`src/rtl/chain_enum_pkg.sv`:
```
package chain_enum_pkg;

   localparam int CRC_W    = 8;
   localparam int CRC_SPAN = 22;
   localparam logic [CRC_W:0] CRC_POLY = 9'h12F;

   typedef enum logic [2:0] {
      ST_IDLE,
      ST_RST,
      ST_CFG,
      ST_PTR,
      ST_READ,
      ST_FIN
   } enum_state_t;

   // remainder by long division, one bit per step
   function automatic logic [CRC_W-1:0] crc_divide(input logic [CRC_SPAN-1:0] x);
      logic [CRC_SPAN-1:0] r;
      r = x;
      for (int i = CRC_SPAN - 1; i >= CRC_W; i--) begin
         if (r[i]) r[i-:CRC_W+1] = r[i-:CRC_W+1] ^ CRC_POLY;
      end
      return r[CRC_W-1:0];
   endfunction

   // byte * x^8 mod P
   function automatic logic [CRC_W-1:0] crc_byte_step(input logic [CRC_W-1:0] v);
      logic [CRC_W-1:0] c;
      c = v;
      for (int i = 0; i < CRC_W; i++) begin
         if (c[CRC_W-1]) c = (c << 1) ^ CRC_POLY[CRC_W-1:0];
         else            c = c << 1;
      end
      return c;
   endfunction

   // same remainder, folded a byte at a time
   function automatic logic [CRC_W-1:0] crc_bytewise(input logic [CRC_SPAN-1:0] x);
      logic [CRC_W-1:0] c;
      c = crc_byte_step({2'b00, x[21:16]});
      c = crc_byte_step(c ^ x[15:8]);
      return c ^ x[7:0];
   endfunction

endpackage

```
`src/rtl/chain_frame_check.sv`:
```
module chain_frame_check
   import chain_enum_pkg::*;
#(
   parameter int FRAME_W   = 32,
   parameter int ADDR_W    = 5,
   parameter int IDX_W     = 4,
   parameter int CRC_STYLE = 1
) (
   input  logic [FRAME_W-1:0] word,
   input  logic [IDX_W-1:0]   idx,
   output logic               is_zero,
   output logic               crc_ok,
   output logic               pos_ok
);

   localparam int CRC_LSB  = 2;
   localparam int SPAN_LSB = CRC_LSB + CRC_W;
   localparam int ADDR_TOP = FRAME_W - 1;

   if (FRAME_W != SPAN_LSB + CRC_SPAN) begin : g_bad_frame
      $error("frame width must cover address, payload and CRC");
   end
   if (IDX_W > ADDR_W) begin : g_bad_idx
      $error("index wider than device address");
   end

   logic [ADDR_W-1:0]   addr_rev;
   logic [CRC_W-1:0]    crc_calc;
   logic [CRC_SPAN-1:0] span;

   assign span = word[FRAME_W-1:SPAN_LSB];

   for (genvar b = 0; b < ADDR_W; b++) begin : g_rev
      assign addr_rev[b] = word[ADDR_TOP-b];
   end

   if (CRC_STYLE == 0) begin : g_crc_div
      assign crc_calc = crc_divide(span);
   end else if (CRC_STYLE == 1) begin : g_crc_byte
      assign crc_calc = crc_bytewise(span);
   end else begin : g_crc_bad
      $error("CRC_STYLE must be 0 or 1");
      assign crc_calc = '0;
   end

   assign is_zero = (word == '0);
   assign crc_ok  = (crc_calc == word[SPAN_LSB-1:CRC_LSB]);
   assign pos_ok  = (addr_rev == ADDR_W'(idx));

endmodule

```
`src/rtl/chain_cmd_gen.sv`:
```
module chain_cmd_gen
   import chain_enum_pkg::*;
#(
   parameter int DEV_W      = 5,
   parameter int REG_W      = 6,
   parameter int DATA_W     = 8,
   parameter int ACQ_CODE   = 0,
   parameter int CTRL_REG   = 'h0E,
   parameter int RPTR_REG   = 'h1C
) (
   input  enum_state_t        state,
   output logic               cmd_valid,
   output logic               cmd_read,
   output logic [DEV_W-1:0]   cmd_dev,
   output logic [REG_W-1:0]   cmd_reg,
   output logic               cmd_all,
   output logic [DATA_W-1:0]  cmd_data
);

   localparam int BIT_RST  = 7;
   localparam int BIT_ACQ  = 5;
   localparam int BIT_ONE  = 4;
   localparam int BIT_LOCK = 2;
   localparam int BIT_RB   = 0;

   if (ACQ_CODE < 0 || ACQ_CODE > 3) begin : g_bad_acq
      $error("ACQ_CODE must fit two bits");
   end
   if (DATA_W != 8) begin : g_bad_data
      $error("register data is one byte");
   end
   if (CTRL_REG >= (1 << REG_W) || RPTR_REG >= (1 << REG_W)) begin : g_bad_reg
      $error("register index exceeds REG_W");
   end

   localparam logic [DATA_W-1:0] CFG_DATA =
      DATA_W'((1 << BIT_ONE) | (1 << BIT_LOCK) | (1 << BIT_RB) | (ACQ_CODE << BIT_ACQ));
   localparam logic [DATA_W-1:0] RST_DATA = CFG_DATA | DATA_W'(1 << BIT_RST);
   localparam logic [DATA_W-1:0] PTR_DATA = DATA_W'(CTRL_REG << 2);
   localparam logic [REG_W-1:0]  CTRL_IDX = REG_W'(CTRL_REG);
   localparam logic [REG_W-1:0]  RPTR_IDX = REG_W'(RPTR_REG);

   always_comb begin
      cmd_valid = 1'b0;
      cmd_read  = 1'b0;
      cmd_dev   = '0;
      cmd_reg   = '0;
      cmd_all   = 1'b0;
      cmd_data  = '0;
      case (state)
         ST_RST: begin
            cmd_valid = 1'b1;
            cmd_all   = 1'b1;
            cmd_reg   = CTRL_IDX;
            cmd_data  = RST_DATA;
         end
         ST_CFG: begin
            cmd_valid = 1'b1;
            cmd_all   = 1'b1;
            cmd_reg   = CTRL_IDX;
            cmd_data  = CFG_DATA;
         end
         ST_PTR: begin
            cmd_valid = 1'b1;
            cmd_all   = 1'b1;
            cmd_reg   = RPTR_IDX;
            cmd_data  = PTR_DATA;
         end
         ST_READ: begin
            cmd_valid = 1'b1;
            cmd_read  = 1'b1;
            cmd_dev   = '1;
         end
         default: ;
      endcase
   end

endmodule

```
`src/rtl/chain_enum_fsm.sv`:
```
module chain_enum_fsm
   import chain_enum_pkg::*;
#(
   parameter int MAX_DEV = 8,
   parameter int IDX_W   = 4
) (
   input  logic             clk,
   input  logic             rst_n,
   input  logic             start,
   input  logic             xfer_done,
   input  logic             is_zero,
   input  logic             crc_ok,
   input  logic             pos_ok,
   output enum_state_t      state,
   output logic [IDX_W-1:0] idx,
   output logic             accept,
   output logic             settle_ok,
   output logic             settle_fail
);

   localparam logic [IDX_W-1:0] LAST_IDX = IDX_W'(MAX_DEV);

   enum_state_t nxt;
   logic        read_end;
   logic        frame_bad;

   always_comb begin
      accept      = (state == ST_IDLE) && start;
      read_end    = (state == ST_READ) && xfer_done;
      frame_bad   = !crc_ok || !pos_ok || (idx == LAST_IDX);
      settle_ok   = read_end && is_zero && (idx != '0);
      settle_fail = read_end && (is_zero ? (idx == '0) : frame_bad);
   end

   always_comb begin
      nxt = state;
      case (state)
         ST_IDLE: if (start)     nxt = ST_RST;
         ST_RST:  if (xfer_done) nxt = ST_CFG;
         ST_CFG:  if (xfer_done) nxt = ST_PTR;
         ST_PTR:  if (xfer_done) nxt = ST_READ;
         ST_READ: if (settle_ok || settle_fail) nxt = ST_FIN;
         ST_FIN:  nxt = ST_IDLE;
         default: nxt = ST_IDLE;
      endcase
   end

   always_ff @(posedge clk or negedge rst_n) begin
      if (!rst_n) begin
         state <= ST_IDLE;
         idx   <= '0;
      end else begin
         state <= nxt;
         if (accept)
            idx <= '0;
         else if (read_end && !is_zero && !frame_bad)
            idx <= idx + IDX_W'(1);
      end
   end

   AST_FIN_SINGLE: assert property (@(posedge clk) disable iff (!rst_n)
      (state == ST_FIN) |=> (state == ST_IDLE));
   AST_IDX_CAP: assert property (@(posedge clk) disable iff (!rst_n)
      idx <= LAST_IDX);
   AST_READ_WAITS: assert property (@(posedge clk) disable iff (!rst_n)
      (state == ST_READ && !xfer_done) |=> (state == ST_READ));

endmodule

```
`src/rtl/chain_enumerator.sv`:
```
module chain_enumerator
   import chain_enum_pkg::*;
#(
   parameter int MAX_DEV   = 8,
   parameter int FRAME_W   = 32,
   parameter int DEV_W     = 5,
   parameter int REG_W     = 6,
   parameter int DATA_W    = 8,
   parameter int ACQ_CODE  = 0,
   parameter int CRC_STYLE = 1,
   localparam int IDX_W    = $clog2(MAX_DEV + 1)
) (
   input  logic               clk,
   input  logic               rst_n,
   input  logic               start,
   input  logic               xfer_done,
   input  logic [FRAME_W-1:0] rsp_word,
   output logic               cmd_valid,
   output logic               cmd_read,
   output logic [DEV_W-1:0]   cmd_dev,
   output logic [REG_W-1:0]   cmd_reg,
   output logic               cmd_all,
   output logic [DATA_W-1:0]  cmd_data,
   output logic               busy,
   output logic               done,
   output logic               err,
   output logic [IDX_W-1:0]   dev_count
);

   if (MAX_DEV < 1 || MAX_DEV >= (1 << DEV_W)) begin : g_bad_max
      $error("MAX_DEV must be 1 .. 2**DEV_W-1");
   end

   enum_state_t      state;
   logic [IDX_W-1:0] idx;
   logic             accept, settle_ok, settle_fail;
   logic             is_zero, crc_ok, pos_ok;

   chain_frame_check #(
      .FRAME_W   (FRAME_W),
      .ADDR_W    (DEV_W),
      .IDX_W     (IDX_W),
      .CRC_STYLE (CRC_STYLE)
   ) u_check (
      .word    (rsp_word),
      .idx     (idx),
      .is_zero (is_zero),
      .crc_ok  (crc_ok),
      .pos_ok  (pos_ok)
   );

   chain_enum_fsm #(
      .MAX_DEV (MAX_DEV),
      .IDX_W   (IDX_W)
   ) u_fsm (
      .clk         (clk),
      .rst_n       (rst_n),
      .start       (start),
      .xfer_done   (xfer_done),
      .is_zero     (is_zero),
      .crc_ok      (crc_ok),
      .pos_ok      (pos_ok),
      .state       (state),
      .idx         (idx),
      .accept      (accept),
      .settle_ok   (settle_ok),
      .settle_fail (settle_fail)
   );

   chain_cmd_gen #(
      .DEV_W    (DEV_W),
      .REG_W    (REG_W),
      .DATA_W   (DATA_W),
      .ACQ_CODE (ACQ_CODE)
   ) u_cmd (
      .state     (state),
      .cmd_valid (cmd_valid),
      .cmd_read  (cmd_read),
      .cmd_dev   (cmd_dev),
      .cmd_reg   (cmd_reg),
      .cmd_all   (cmd_all),
      .cmd_data  (cmd_data)
   );

   always_ff @(posedge clk or negedge rst_n) begin
      if (!rst_n) begin
         dev_count <= '0;
         err       <= 1'b0;
      end else begin
         if (settle_ok)
            dev_count <= idx - IDX_W'(1);
         if (accept)
            err <= 1'b0;
         else if (settle_fail)
            err <= 1'b1;
      end
   end

   assign busy = (state != ST_IDLE);
   assign done = (state == ST_FIN);

   AST_ERR_CLEARED: assert property (@(posedge clk) disable iff (!rst_n)
      (start && !busy) |=> !err);
   AST_COUNT_KEEP: assert property (@(posedge clk) disable iff (!rst_n)
      !(done && !err) |-> $stable(dev_count));
   AST_CMD_HELD: assert property (@(posedge clk) disable iff (!rst_n)
      (cmd_valid && !xfer_done) |=> (cmd_valid && $stable(cmd_reg) && $stable(cmd_data)));
   AST_NO_RESTART: assert property (@(posedge clk) disable iff (!rst_n)
      (busy && !done) |=> busy);
   AST_DONE_PULSE: assert property (@(posedge clk) disable iff (!rst_n)
      done |=> !done);

endmodule

```
`config.mk`:
```
export PLATFORM = sky130hd
export DESIGN_NAME = chain_enumerator
export DESIGN_NICKNAME = d
export VERILOG_FILES = /design/src/rtl/chain_enum_pkg.sv /design/src/rtl/chain_frame_check.sv /design/src/rtl/chain_cmd_gen.sv /design/src/rtl/chain_enum_fsm.sv /design/src/rtl/chain_enumerator.sv
export SDC_FILE = /design/constraint.sdc
export NUM_CORES = 1
export LEC_CHECK = 0
export ABC_AREA = 1
export BUFFER_PORTS_ARGS = -buffer_cell sky130_fd_sc_hd__buf_2
export CAP_MARGIN = 10
export CORE_ASPECT_RATIO = 1.25
export CORE_MARGIN = 2
export CORE_UTILIZATION = 53
export DETAILED_ROUTE_END_ITERATION = 10
export MAX_ROUTING_LAYER = met4
export PLACE_DENSITY = 0.82
export SYNTH_ARGS = -nofsm -noshare
export SYNTH_HDL_FRONTEND = slang
export SYNTH_HIERARCHICAL = 1
export SYNTH_SLANG_ARGS = --single-unit
export TNS_END_PERCENT = 20
```
`constraint.sdc`:
```
create_clock -name clk -period 1.79 [get_ports clk]
set_clock_uncertainty 0.05 [all_clocks]
set_input_delay 0.358 -clock clk [delete_from_list [all_inputs] [get_ports clk]]
set_output_delay 0.358 -clock clk [all_outputs]
set_load 0.01 [all_outputs]
```
==> impl_results.md <==
* Syn Area/Cell at 5.73 um^2
* Final setup slack of the worst path at -1.33 ns
* Worst Reg-to-Reg Cells at 10
* Cell types with the largest area share after synthesis: sky130_fd_sc_hd__nand2_1 (24%), sky130_fd_sc_hd__dfrtp_1 (13%), sky130_fd_sc_hd__nand3_1 (12%), sky130_fd_sc_hd__inv_1 (8.4%), sky130_fd_sc_hd__nand2_2 (8.4%)
* Global-route congestion overflow total at 0
* Total of buffers placed on input and output ports at 60
* Number of primary I/O pins at 65
* Critical path required time at 1.87 ns
* Setup Viol. Count Final at 11
* Count of flip-flops with a built-in enable after synthesis at 0
* Fmax at 0.320 GHz
* Worst-path cell with the longest stage delay: sky130_fd_sc_hd__xnor2_2
* Violated checks: setup timing
* Fraction of power consumed by sequential logic at 0.148
* Switching power summed over all nets at 1.52 mW
* Clk_lat worst skew at 0.24 ns
* Run status: complete, but fails checks
* Synthesis-stage register bit count at 12
* Most used flip-flop cell after synthesis: sky130_fd_sc_hd__dfrtp_1
* Smallest hold slack at 0.437 ns
* Sinks on Clock Net at 12
* Seq. cell area at 302 um^2
* Share of final-layout standard cells stronger than drive strength 1 at 0.465
* Worst-case hold path end point: dev_count[3]$_DFFE_PN0P_
* Sum of buffers and inverters on the critical path at 5
* Setup slack on the worst flop-to-flop path at -0.02 ns
* Maximum number of pins on one net before global-route repair at 13
* Portion of synthesized cell area occupied by the leading cell type at 0.239
* Via count of the first global-routing pass at 2523
* Leak Pwr at 1.85 nW
* Data arrival time of the critical path at 3.21 ns
* Hold-critical path depth at 2
* Design Power at 2.83 mW
* Cell taking the most area after synthesis: sky130_fd_sc_hd__nand2_1
* H-tree lvl count at 1
* Cell-internal power at 1.31 mW
* Detailed-placement wirelength estimate at 5090 um
* Wire length of the first global-routing pass at 10300 um
* Crit path capture type: register
* Area grow syn2layout at 49.4%
* Final Hold Vio Count at 0
* Biggest fanout along the worst timing path at 5
* Final weighted congestion in routability-driven placement at 0.919
* Die Ht at 76.6 um
* Vias per Instance at 5.60
* Initial antenna violation count at 0
* Residual DRC count at 0
* Top post-synthesis cells by count: sky130_fd_sc_hd__nand2_1 (142), sky130_fd_sc_hd__nand3_1 (55), sky130_fd_sc_hd__inv_1 (50), sky130_fd_sc_hd__nand2_2 (30), sky130_fd_sc_hd__buf_4 (14)
* Power density over the cells at 849 nW/um^2
* Wire length per cell after detailed routing at 15.9 um
* Netlist cell types at 34
* Most frequently used cell type in the post-synthesis netlist: sky130_fd_sc_hd__nand2_1
* Critical path's top delay family: simple AND/OR/NAND/NOR gates
* Delay contributed by the slowest stage of the critical path at 0.48 ns
* Max-slew headroom at the worst pin at 0.634
* Root buf cell: sky130_fd_sc_hd__clkbuf_8
* WL final at 8570 um
* Final critical-path required period at 3.12 ns
* Post-Syn Instances at 390
* Overall track demand over capacity in global routing at 0.284
* WS Path Type: primary input to register
* Crit share post-route at 1.74
* Switch share at 0.536
* Nets@finish at 525
* Clock network fraction of total power at 0.106
* Number of synthesis warnings at 6
* Worst VDD drop at 0.692 mV
* Max-cap check violation count at 0
* Iteration count of the initial detailed-routing pass at 5
* Die area at 4750 um^2
* Cell area after technology mapping at 2230 um^2
* Initial Util at 0.550
* TritonCTS clock tree: built
* Fin Setup TNS at -10.65 ns
* Tightest Hold Check Type: register to register
* Combinational fraction of design power at 0.746
* Clock transition at the registers of the reported paths at 0.06 ns
* Final-report max-slew violation count at 0
* Number of placement rows at 26
* Worst hold path startpoint: dev_count[3]$_DFFE_PN0P_
* Layout fillers at 276
* Worst-margin pin slew at 0.545 ns
* Worst R2R Start: u_fsm/idx[0]$_DFFE_PN0P_
* Area taken by multi-input logic gates at 2040 um^2
* Asr flop ratio synth at 1.00
* Die Wd at 62.1 um
* 1st-iter DRT viols at 229
* CTS Buf Count at 3
* Setup repair after global routing missed its margin: yes
* Antenna Violating Nets Remaining at 0
* Part of the Yosys area used for sequential elements at 0.134
* Startpoint kind of the worst setup timing path: primary input
* Bufs on Longest Clock Path at 2
* Antenna diode count at 0
* Vias after detailed routing at 3022
* Floorplan core area at 4070 um^2
* Cell mode on critical path: sky130_fd_sc_hd__nand2_1
* Reg-to-reg critical path endpoint: u_fsm/idx[2]$_DFFE_PN0P_
## what timing repair did
item | 4_1_cts | 5_1_grt
pin swaps | 16 | 24
buffers inserted | 3 | 0
hold buffers | 1 | 0
setup endpoints to repair | 11 | 29
gates resized for setup | 27 | 77
hold endpoints to repair | 12 | 0
## cells by family (layout without fill, tap and decap cells)
group,count (synthesis),after routing,share of synthesized area
AND/OR/NAND/NOR,272,272,0.594
buffers and inverters,72,163,0.152
XOR/XNOR,16,16,0.0627
AO/OA/AOI/OAI,13,13,0.0330
flip-flops,12,12,0.134
adder cells (fa/ha/maj),4,4,0.0224
other,1,4,0.00168
## worst max-delay path by stage
| stage | startpoint | cells past startpoint | slack (ns) | end |
|---|---|---|---|---|
| finish | rsp_word[30] | 25 | -1.33 | u_fsm/idx[2]$_DFFE_PN0P_ |
| global route | rsp_word[30] | 25 | -1.69 | u_fsm/idx[2]$_DFFE_PN0P_ |
| CTS | rsp_word[30] | 25 | -0.96 | u_fsm/idx[2]$_DFFE_PN0P_ |
| detailed placement | rsp_word[30] | 27 | -1.28 | u_fsm/idx[1]$_DFFE_PN0P_ |
| global placement | rsp_word[30] | 27 | -1.21 | u_fsm/idx[1]$_DFFE_PN0P_ |
| floorplan | rsp_word[30] | 26 | -0.86 | u_fsm/idx[2]$_DFFE_PN0P_ |
## flip-flops by register name, summed over array words and instances (netlist names)
signal	count
u_fsm/idx	4
err	1
u_fsm/state	3
dev_count	4
## worst min-delay path: stages (launching register included)
cell	delay, ns
sky130_fd_sc_hd__dfrtp_1	0.34
sky130_fd_sc_hd__nand2_1	0.06
sky130_fd_sc_hd__nand2_1	0.06
## layout by cell type (no fill, tap or decap), types with 3 or more instances in the layout
cell / synthesis / layout
sky130_fd_sc_hd__nor2_4: 3 / 5
sky130_fd_sc_hd__conb_1: 1 / 4
sky130_fd_sc_hd__xnor2_1: 4 / 3
sky130_fd_sc_hd__nand3_4: 0 / 6
sky130_fd_sc_hd__nor2_2: 2 / 3
sky130_fd_sc_hd__o21ai_0: 5 / 4
sky130_fd_sc_hd__nor2_1: 11 / 8
sky130_fd_sc_hd__nand2_1: 142 / 112
sky130_fd_sc_hd__nand3b_1: 6 / 6
sky130_fd_sc_hd__nand3_1: 55 / 41
sky130_fd_sc_hd__inv_1: 50 / 43
sky130_fd_sc_hd__buf_4: 14 / 42
sky130_fd_sc_hd__ha_1: 4 / 3
sky130_fd_sc_hd__nand2_8: 0 / 4
sky130_fd_sc_hd__nand2_2: 30 / 38
sky130_fd_sc_hd__dfrtp_1: 12 / 11
sky130_fd_sc_hd__xor2_2: 0 / 3
sky130_fd_sc_hd__nand3_2: 5 / 13
sky130_fd_sc_hd__nand2_4: 6 / 24
sky130_fd_sc_hd__clkbuf_8: 0 / 4
sky130_fd_sc_hd__nor4_1: 6 / 6
sky130_fd_sc_hd__inv_2: 4 / 9
sky130_fd_sc_hd__xor2_1: 12 / 8
sky130_fd_sc_hd__buf_2: 0 / 57
## power groups by stage
stage                     Combinational (mW)  Sequential, mW  Clock (mW)
after floorplan                         1.25           0.416           0
after global placement                  1.63           0.419           0
after detailed placement                1.68           0.422           0
after CTS                               1.77           0.417       0.301
after global routing                    2.31           0.435       0.313
final                                   2.11           0.420       0.300
## layer usage
metal	track usage	share of wire
met1	0.293	0.34
met2	0.524	0.52
met3	0.0170	0.080
met4	0.109	0.058
met5	-	0
## layout make-up
| class | instances | area share |
|---|---|---|
| clock buffers | 4 | 0.0165 |
| inverters | 57 | 0.0697 |
| well taps | 56 | 0.0210 |
| repair buffers | 102 | 0.191 |
| multi-input cells | 309 | 0.612 |
| flip-flops and latches | 12 | 0.0903 |
## through the flow
step / util / cell area, um^2 / worst slack (ns) / cells
after detailed placement: 0.691 / 2810 / -1.28 / 532
final: 0.821 / 3340 / -1.33 / 540
after global routing: 0.821 / 3340 / -1.69 / 540
after global placement: 0.691 / 2810 / -1.21 / 532
after CTS: 0.737 / 3000 / -0.965 / 540
after floorplan: - / 2270 / -0.862 / 393
(Power assumes the default switching activity.)
